`src/rtl/spim_pkg.sv`:
```
package spim_pkg;
   typedef enum logic [1:0] {
      ST_IDLE  = 2'd0,
      ST_XFER  = 2'd1,
      ST_LOADW = 2'd2,
      ST_GAP   = 2'd3
   } spim_st_t;

   function automatic int spim_max(input int a, input int b);
      return (a > b) ? a : b;
   endfunction
endpackage

```
`src/rtl/spim_tick.sv`:
```
module spim_tick #(
   parameter int CNT_W = 4
) (
   input  logic             clk,
   input  logic             rst_n,
   input  logic             en,
   input  logic [CNT_W-1:0] half,
   output logic             tick
);
   logic [CNT_W-1:0] cnt_q;

   assign tick = en && (cnt_q == half - 1'b1);

   always_ff @(posedge clk or negedge rst_n) begin
      if (!rst_n)          cnt_q <= '0;
      else if (!en || tick) cnt_q <= '0;
      else                 cnt_q <= cnt_q + 1'b1;
   end
endmodule

```
`src/rtl/spim_byte_sr.sv`:
```
module spim_byte_sr #(
   parameter int BW = 8
) (
   input  logic          clk,
   input  logic          rst_n,
   input  logic          load,
   input  logic [BW-1:0] load_val,
   input  logic          rise,
   input  logic          fall,
   input  logic          miso,
   output logic          mosi,
   output logic          last_bit,
   output logic [BW-1:0] rx_byte
);
   localparam int BC_W = $clog2(BW);

   logic [BW-1:0]   tx_q;
   logic [BW-1:0]   rx_q;
   logic [BC_W-1:0] bc_q;

   assign mosi     = tx_q[BW-1];
   assign last_bit = (bc_q == BC_W'(BW - 1));
   assign rx_byte  = rx_q;

   always_ff @(posedge clk or negedge rst_n) begin
      if (!rst_n) begin
         tx_q <= '0;
         bc_q <= '0;
      end else if (load) begin
         tx_q <= load_val;
         bc_q <= '0;
      end else if (fall && !last_bit) begin
         tx_q <= {tx_q[BW-2:0], 1'b0};
         bc_q <= bc_q + 1'b1;
      end
   end

   always_ff @(posedge clk or negedge rst_n) begin
      if (!rst_n)    rx_q <= '0;
      else if (rise) rx_q <= {rx_q[BW-2:0], miso};
   end
endmodule

```
`src/rtl/spi_mmap_master.sv`:
```
module spi_mmap_master
   import spim_pkg::*;
#(
   parameter int ADDR_W    = 22,
   parameter int DATA_W    = 32,
   parameter int LEN_W     = 8,
   parameter int SLOW_HALF = 10,
   parameter int FAST_HALF = 2
) (
   input  logic              clk,
   input  logic              rst_n,
   input  logic              start,
   input  logic              rw,
   input  logic              cmd_mode,
   input  logic [ADDR_W-1:0] addr,
   input  logic [LEN_W-1:0]  len,
   input  logic              fast_sel,
   input  logic [DATA_W-1:0] wdata,
   input  logic              wvalid,
   output logic              wready,
   output logic [DATA_W-1:0] rdata,
   output logic              rvalid,
   output logic              busy,
   output logic              sck,
   output logic              mosi,
   input  logic              miso,
   output logic              cs_n
);
   localparam int BYTES  = DATA_W / 8;
   localparam int LANE_W = $clog2(BYTES);
   localparam int HP_MAX = spim_max(SLOW_HALF, FAST_HALF);
   localparam int HP_W   = $clog2(HP_MAX + 1);
   localparam int POS_W  = LEN_W + 2;

   if (DATA_W % 8 != 0 || DATA_W < 16) begin : g_err_data
      $error("DATA_W must be a multiple of 8 and at least 16");
   end
   if ((BYTES & (BYTES - 1)) != 0) begin : g_err_lanes
      $error("DATA_W/8 must be a power of two");
   end
   if (ADDR_W < 8 || ADDR_W > 22) begin : g_err_addr
      $error("ADDR_W must lie between 8 and 22");
   end
   if (SLOW_HALF < 1 || FAST_HALF < 1) begin : g_err_half
      $error("half-periods must be at least one clock");
   end

   spim_st_t          st_q;
   logic              wr_q, cmd_q, ph_q, cs_n_q, rvalid_q;
   logic [15:0]       mid_q;
   logic [LEN_W-1:0]  len_q;
   logic [HP_W-1:0]   hp_q;
   logic [POS_W-1:0]  pos_q;
   logic [DATA_W-1:0] wbuf_q;

   logic [23:0]       hdr_in;
   logic [7:0]        first_byte;
   logic [POS_W-1:0]  hdr_n, last_pos, nxt_pos;
   logic [LANE_W-1:0] lane_nxt, lane_cur;
   logic              is_data_nxt, is_data_cur, need_word;
   logic              tick, rise, fall, byte_end, last_bit, rd_cap;
   logic              sr_load;
   logic [7:0]        sr_val, nb, rx_byte;
   logic [7:0]        wlane [BYTES];

   // header of an incoming request: direction flag on top, address below
   assign hdr_in     = {rw, 23'(addr)};
   assign first_byte = cmd_mode ? addr[7:0] : hdr_in[23:16];

   assign hdr_n    = (cmd_q || wr_q) ? POS_W'(3) : POS_W'(4);
   assign last_pos = cmd_q ? POS_W'(2) : hdr_n + POS_W'(len_q);
   assign nxt_pos  = pos_q + 1'b1;

   assign lane_nxt    = LANE_W'(nxt_pos - hdr_n);
   assign lane_cur    = LANE_W'(pos_q - hdr_n);
   assign is_data_nxt = !cmd_q && (nxt_pos >= hdr_n);
   assign is_data_cur = !cmd_q && (pos_q >= hdr_n);
   assign need_word   = wr_q && is_data_nxt && (lane_nxt == '0);

   assign rise     = (st_q == ST_XFER) && tick && !ph_q;
   assign fall     = (st_q == ST_XFER) && tick && ph_q;
   assign byte_end = fall && last_bit;
   assign rd_cap   = byte_end && !wr_q && is_data_cur;

   // next byte after the current one within a transaction
   always_comb begin
      nb = '0;
      if (!cmd_q) begin
         if (nxt_pos == POS_W'(1))      nb = mid_q[15:8];
         else if (nxt_pos == POS_W'(2)) nb = mid_q[7:0];
         else if (wr_q && is_data_nxt)  nb = wlane[lane_nxt];
      end
   end

   assign sr_load = (st_q == ST_IDLE && start)
                 || (st_q == ST_LOADW && wvalid)
                 || (byte_end && pos_q != last_pos && !need_word);

   always_comb begin
      case (st_q)
         ST_IDLE:  sr_val = first_byte;
         ST_LOADW: sr_val = wdata[7:0];
         default:  sr_val = nb;
      endcase
   end

   spim_tick #(.CNT_W(HP_W)) u_tick (
      .clk  (clk),
      .rst_n(rst_n),
      .en   (st_q == ST_XFER || st_q == ST_GAP),
      .half (hp_q),
      .tick (tick)
   );

   spim_byte_sr #(.BW(8)) u_sr (
      .clk     (clk),
      .rst_n   (rst_n),
      .load    (sr_load),
      .load_val(sr_val),
      .rise    (rise),
      .fall    (fall),
      .miso    (miso),
      .mosi    (mosi),
      .last_bit(last_bit),
      .rx_byte (rx_byte)
   );

   always_ff @(posedge clk or negedge rst_n) begin
      if (!rst_n) begin
         st_q   <= ST_IDLE;
         wr_q   <= 1'b0;
         cmd_q  <= 1'b0;
         mid_q  <= '0;
         len_q  <= '0;
         hp_q   <= HP_W'(SLOW_HALF);
         pos_q  <= '0;
         ph_q   <= 1'b0;
         cs_n_q <= 1'b1;
         wbuf_q <= '0;
      end else begin
         case (st_q)
            ST_IDLE: if (start) begin
               st_q   <= ST_XFER;
               wr_q   <= rw;
               cmd_q  <= cmd_mode;
               mid_q  <= hdr_in[15:0];
               len_q  <= len;
               hp_q   <= fast_sel ? HP_W'(FAST_HALF) : HP_W'(SLOW_HALF);
               pos_q  <= '0;
               ph_q   <= 1'b0;
               cs_n_q <= 1'b0;
            end
            ST_XFER: begin
               if (rise) ph_q <= 1'b1;
               if (fall) ph_q <= 1'b0;
               if (byte_end) begin
                  if (pos_q == last_pos) begin
                     st_q   <= ST_GAP;
                     cs_n_q <= 1'b1;
                  end else begin
                     pos_q <= nxt_pos;
                     if (need_word) st_q <= ST_LOADW;
                  end
               end
            end
            ST_LOADW: if (wvalid) begin
               wbuf_q <= wdata;
               st_q   <= ST_XFER;
            end
            ST_GAP: if (tick) st_q <= ST_IDLE;
            default: st_q <= ST_IDLE;
         endcase
      end
   end

   for (genvar g = 0; g < BYTES; g++) begin : g_lane
      logic [7:0] lane_q;
      always_ff @(posedge clk or negedge rst_n) begin
         if (!rst_n) lane_q <= '0;
         else if (rd_cap) begin
            if (lane_cur == LANE_W'(g)) lane_q <= rx_byte;
            else if (lane_cur == '0)    lane_q <= '0;
         end
      end
      assign rdata[8*g +: 8] = lane_q;
      assign wlane[g]        = wbuf_q[8*g +: 8];
   end

   always_ff @(posedge clk or negedge rst_n) begin
      if (!rst_n) rvalid_q <= 1'b0;
      else        rvalid_q <= rd_cap && (lane_cur == LANE_W'(BYTES - 1) || pos_q == last_pos);
   end

   assign rvalid = rvalid_q;
   assign wready = (st_q == ST_LOADW);
   assign busy   = (st_q != ST_IDLE);
   assign sck    = ph_q;
   assign cs_n   = cs_n_q;
endmodule

```
`config.mk`:
```
export PLATFORM = sky130hd
export DESIGN_NAME = spi_mmap_master
export DESIGN_NICKNAME = d
export VERILOG_FILES = /design/src/rtl/spim_pkg.sv /design/src/rtl/spim_tick.sv /design/src/rtl/spim_byte_sr.sv /design/src/rtl/spi_mmap_master.sv
export SDC_FILE = /design/constraint.sdc
export NUM_CORES = 1
export LEC_CHECK = 0
export ABC_AREA = 0
export BUFFER_PORTS_ARGS = -buffer_cell sky130_fd_sc_hd__clkbuf_2
export CAP_MARGIN = 40
export CORE_AREA = 2 2 104 116
export CTS_CLUSTER_SIZE = 24
export DETAILED_ROUTE_END_ITERATION = 6
export DIE_AREA = 0 0 106 118
export PLACE_DENSITY_LB_ADDON = 0.15
export RECOVER_POWER = 50
export REMOVE_ABC_BUFFERS = 1
export SETUP_SLACK_MARGIN = 0.3
export SLEW_MARGIN = 20
export SYNTH_ARGS = -nofsm -noshare
export SYNTH_HDL_FRONTEND = slang
export SYNTH_SLANG_ARGS = --single-unit
```
`constraint.sdc`:
```
create_clock -name clk -period 7.65 [get_ports clk]
set_input_delay 1.1475 -clock clk [delete_from_list [all_inputs] [get_ports clk]]
set_output_delay 1.1475 -clock clk [all_outputs]
set_load 0.02 [all_outputs]
```
**Yosys cells after proc, flatten, opt, wreduce, memory -nomap -nowiden**

Index checks and enable logic that the tools add are counted.
W data, S select, Z words.

- $add $sub $neg: 7
- Order comparisons: 3
- Eq/ne operators: 20
- Mux-type cells: 39
- Bitwise gates (word level): 1
- Reductions and logical operators: 48

Operator list:

| cell | count |
|---|---|
| $mux W8 | 13 |
| $mux W10 | 3 |
| $ge A10 B3 Y1 | 2 |
| $pmux W10 S2 | 1 |
| $logic_and A1 B1 Y1 | 17 |
| $bmux W8 S2 | 1 |
| $pmux W8 S2 | 1 |
| $mux W2 | 6 |
| $reduce_and A2 Y1 | 6 |
| $reduce_bool A2 Y1 | 6 |
| $add A10 B1 Y10 const B | 1 |
| $eq A10 B1 Y1 const B | 1 |
| $eq A10 B2 Y1 const B | 1 |
| $eq A10 B9 Y1 | 1 |
| $ne A10 B9 Y1 | 1 |
| $ne A2 B2 Y1 const B | 5 |
| $add A3 B8 Y9 | 1 |
| $mux W3 | 3 |
| $mux W9 | 1 |
| $eq A2 B2 Y1 const B | 4 |
| $mux W4 | 2 |
| $pmux W2 S4 | 1 |
| $reduce_and A4 Y1 | 2 |
| $logic_not A1 Y1 | 6 |
| 18 further kinds | 32 |

- Register bits: 132
- Bits of input ports: 70
- Output and inout port bits: 38
- Word-level logic and storage cells: 137

**Logic depth before layout (Yosys ltp)**

- Word-level depth: 13
- Gate-level depth with buffers: 14
- Depth with buffers taken out: 12

**Hierarchy**

A second synthesis with hierarchy kept.

- Cells, all modules: 653
- Area, all modules: 6,969.2 um2

By module, submodules not included:

| module | instances | cells each | area each (um2) | seq. area each (um2) |
|---|---|---|---|---|
| spi_mmap_master | 1 | 564 | 5,866.9 | 2,655.0 |
| spim_byte_sr | 1 | 64 | 825.8 | 475.5 |
| spim_tick | 1 | 25 | 276.5 | 100.1 |

**Least setup slack after synthesis**

Ideal clock, no wire load.

- Path kind: reg-to-reg
- Start: reg cmd_q
- End: reg u_sr.tx_q[1]
- Library setup time: 0.126 ns
- Data arrival time: 3.295 ns
- Data required time: 7.524 ns
- Path slack: 4.229 ns
- Cell stages (with the launch flop): 15
- Path buffers: 2
- Period minus slack after synthesis: 3.421 ns
- Cells stage by stage: dfrtp_1 -> clkbuf_1 -> or2_2 -> ha_1 -> inv_1 -> fa_1 -> and4b_1 -> a31oi_1 -> o32ai_1 -> nand4b_1 -> nor4_2 -> a21oi_4 -> a21o_1 -> buf_6 -> a221o_1

- Cells in the longest elaborated chain, start to end: 13
- Elaborated cells between the ends (all ways): 27
- Those cells by class: 2 x add/sub; 1 x order compare; 1 x eq/ne; 11 x mux; 1 x bitwise; 11 x reduce/logical

Ends and longest elaborated chain:

| element | RTL line | RTL |
|---|---|---|
| from (decl) | spi_mmap_master.sv:49 | `logic wr_q, cmd_q, ph_q, cs_n_q, rvalid_q;` |
| from (signal assigned) | spi_mmap_master.sv:145 | `cmd_q <= cmd_mode;` |
| $logic_or A1 B1 Y1 | spi_mmap_master.sv:70 | `assign hdr_n = (cmd_q \|\| wr_q) ? POS_W'(3) : POS_W'(4);` |
| $mux W3 | spi_mmap_master.sv:70 |  |
| $sub A2 B2 Y2 | spi_mmap_master.sv:74 | `assign lane_nxt = LANE_W'(nxt_pos - hdr_n);` |
| $not A2 Y3 (not written as such) | spi_mmap_master.sv:91 | `else if (wr_q && is_data_nxt) nb = wlane[lane_nxt];` |
| $bmux W8 S2 | spi_mmap_master.sv:91 |  |
| $mux W8 (not written as such) (2 in a row) | spi_mmap_master.sv:91 |  |
| $mux W8 | spi_mmap_master.sv:91 |  |
| $mux W8 | spi_mmap_master.sv:90 | `else if (nxt_pos == POS_W'(2)) nb = mid_q[7:0];` |
| $mux W8 | spi_mmap_master.sv:89 | `if (nxt_pos == POS_W'(1)) nb = mid_q[15:8];` |
| $mux W8 | spi_mmap_master.sv:88 | `if (!cmd_q) begin` |
| $pmux W8 S2 | spi_mmap_master.sv:100 | `case (st_q)` |
| $mux W8 | spim_byte_sr.sv:29 | `end else if (load) begin` |
| to (signal assigned) | spim_byte_sr.sv:30 | `tx_q <= load_val;` |
| to (signal assigned) | spim_byte_sr.sv:33 | `tx_q <= {tx_q[BW-2:0], 1'b0};` |
| to (decl) | spim_byte_sr.sv:17 | `logic [BW-1:0] tx_q;` |

Several ways; a longest one is shown, not always the timed one. The select of a mux whose other input is x is not followed.
A chain may end at the register's enable or synchronous reset.

==> results by group <==
Die
  – Die X: around 110 µm
  – Die H: ~120 µm
  – # rows: about 40
  – Core footprint: roughly 11000 µm²
  – Initial Util: 0.5846
  – # IOs: around 110
  – DIE AREA: 12510 µm²

Setup path
  – Top cell by count, worst path: clkbuf_1
  – Required time of the critical path: 8.18 ns
  – Crit Path Class: in -> async
  – CP Cell Sequence: clkbuf_1 -> clkbuf_1 -> clkbuf_1 -> buf_16
  – Reg2reg start: cmd_q
  – Critical path's top delay family: buffers and inverters
  – Worst path bufs/invs: 4
  – Crit. End Element: async pin
  – CP max stage delay: approximately 1.7 ns
  – Critical Path Start: rst_n
  – Crit start category: input pin
  – Max FO, Critical Path: between 60 and 70
  – Slowest-stage cell, CP: clkbuf_1
  – CP arrival: ~4.4 ns

Min path
  – Worst Hold Class: reg -> reg
  – HP Start: g_lane[0].lane_q[4]

Clock network
  – Num CTS Buffers: 17
  – Number of setup buffers added after CTS: 0
  – CTS tree: done
  – Clock tree sinks: between 100 and 150
  – Clk_lat worst skew: roughly 0.42 ns
  – Bufs on Longest Clock Path: 2
  – Clk root buf: clkbuf_16
  – Cts hold-fix bufs: 0
  – H-tree depth: 4
  – Post-cts sizing count: 0
  – Worst-path clk slew: about 0.06 ns

Layout
  – Final instance area: about 7900 µm²
  – Area delta synth->final: 18.50%
  – # diodes: 0
  – Share of cells above drive strength 1: 0.3177
  – Layout Nets: 785
  – Final core occ: 0.6927

Power
  – Worst IR Drop VDD: roughly 250 µV
  – Total power draw: roughly 2800 µW
  – Pleak: ~0.0038 µW
  – Pwr Density: roughly 360 nW/µm²

Run
  – Max-Cap Viols: 1

Detailed routing
  – DRC Markers: 0
  – Vias/cell: around 5.8
  – Antenna Violating Nets Remaining: 0
  – First-pass DRT Iterations: 4
  – Via count: 5000
  – Final WL: ~15000 µm
  – Drt wl/cell: between 15 and 20 µm
  – Iter 0 DRT Violations: 257

Synth
  – #FFs+latches synth: roughly 130
  – Yosys warns: 0
  – Top-area cell type share of the netlist area: 0.4795
  – Syn Area/Cell: 11.16 µm²
  – Seq/Total Area, Yosys: 0.4874
  – EDFF count, synth: 0
  – Ys flop type: dfrtp_1
  – Library cells used by synthesis: 65
  – Syn Inst Count: between 500 and 600
  – Synth area leaders: dfrtp_1 48%, mux2_2 11%, ha_1 3.8%
  – Mapped cell area: around 6600 µm²
  – Post-synth top area cell: dfrtp_1
  – Synth async-reset ratio: 1.000

Place
  – IO buf count: approximately 110
  – DP Area: 7221 µm²
  – Post-DP HPWL: 10570 µm
  – Placer Congestion: 0.8564

Timing
  – Slew margin rel.: -0.5107
  – Number of hold violations in the final report: 0
  – Highest clock rate: 256.5 MHz
  – Fin crit share: 0.5097
  – Fin Setup TNS: 0 ns
  – Worst slew pin tran: ~2.3 ns
  – Post-route clock skew: 0.01560 ns
  – Setup violations, final: 0
  – Fin crit period: around 3.9 ns
  – Unrepaired setup endpoints after global routing: no
  – Max Slew Vio Count: 45

GRT
  – Vias in the first global route: 5280
  – Antenna violations before repair: 0
  – First-pass GRT wire length: 26150 µm
  – Gr usage total: 0.2651
  – Largest net degree at the start of global routing: 63
  – Grt ovf: 0

Outcome
  – Failing checks: capacitance limit, slew limit
  – Status: complete, but fails checks
==> cells in the final DEF, fill, tap and decap left out, drive strengths merged, types with 11 or more instances in the layout <==
cell type / netlist / routed
dfrtp: 127 / 127
inv: 15 / 20
nand2: 67 / 67
clkbuf: 13 / 128
a21oi: 37 / 37
a22o: 18 / 18
ha: 20 / 20
o21ai: 22 / 22
mux2: 66 / 66
nor2: 45 / 45
and2: 11 / 11
==> registers in the layout, indices dropped and copies added (netlist names), 3 cells and up <==
name           flops
wbuf_q            32
u_sr.bc_q          3
u_tick.cnt_q       4
u_sr.rx_byte       8
g_lane.lane_q     32
u_sr.tx_q          8
pos_q             10
len_q              8
mid_q             16
==> metrics by stage <==
step | setup WS, ns | hold WS (ns) | cells
after floorplan | 4.188 | 0.4577 | 558
after global placement | 4.068 | 0.4604 | 819
after detailed placement | 3.916 | 0.4653 | 820
after CTS | 3.846 | 0.4812 | 852
after global routing | 3.132 | 0.4976 | 855
final | 3.751 | 0.4736 | 855
==> cell families after synthesis <==
kind of cell             synth area share
XOR/XNOR                          0.01982
flip-flops                         0.4874
AND/OR/NAND/NOR                    0.1291
AO/OA/AOI/OAI                      0.1289
buffers and inverters             0.03643
multiplexers                       0.1514
adder cells (fa/ha/maj)           0.04682
==> worst reg2reg max path, cell delays in order, from the launching register on <==
cell	delay, ns
dfrtp_1	0.46
or2_2	0.44
inv_1	0.26
ha_1	0.37
a211oi_2	0.12
or4_1	0.50
a21oi_1	0.22
xor2_1	0.20
nor4_2	0.08
a21oi_4	0.48
a211oi_4	0.20
a221o_1	0.39
==> per-layer routing <==
metal  up-vias  track usage  part of all wire
met5         -            0                 0
met4         0      0.08224             0.014
met3        20      0.05703             0.049
met1      2497       0.3435              0.42
met2       144       0.4464              0.51
li1       2339            -                 -
==> final cells by class <==
type	instances	area [µm²]
clock buffers	18	429.2
fillers	868	3483
repair buffers	115	595.6
multi-input cells	414	3152
clock inverters	14	202.7
well taps	150	187.7
flip-flops and latches	129	3231
inverters	15	56.30
==> power breakdown <==
part           total [µW]  internal, µW  switching [µW]
Sequential           1000           846             153
Combinational         952           446             505
Clock                 871           551             320
Total                2820          1840             979
==> worst paths after layout <==
kind	end	slack, ns	cells after the start
setup / recovery	cs_n	3.75	4
hold / removal	g_lane[0].lane_q[4]	0.47	2
setup reg to reg	u_sr.tx_q[4]	3.83	11
hold reg to reg	g_lane[0].lane_q[4]	0.47	2
max in group clk	u_sr.tx_q[4]	3.83	11
min in group asynchronous	len_q[6]	1.01	1
==> cell usage after synthesis, types with 5 or more instances <==
cell type,instances
xnor2_1,10
or2_2,6
mux4_2,8
ha_1,20
inv_1,15
buf_2,12
xor2_1,5
o21ai_0,19
mux2_2,66
clkbuf_1,12
nor2_1,43
nand4_1,5
nand2_1,66
buf_4,5
a22o_1,18
o32ai_1,8
a221o_1,7
a21oi_1,36
mux2i_1,8
dfrtp_1,127
nor3_1,10
and2_1,11
Power figures use the tool's default switching activity.
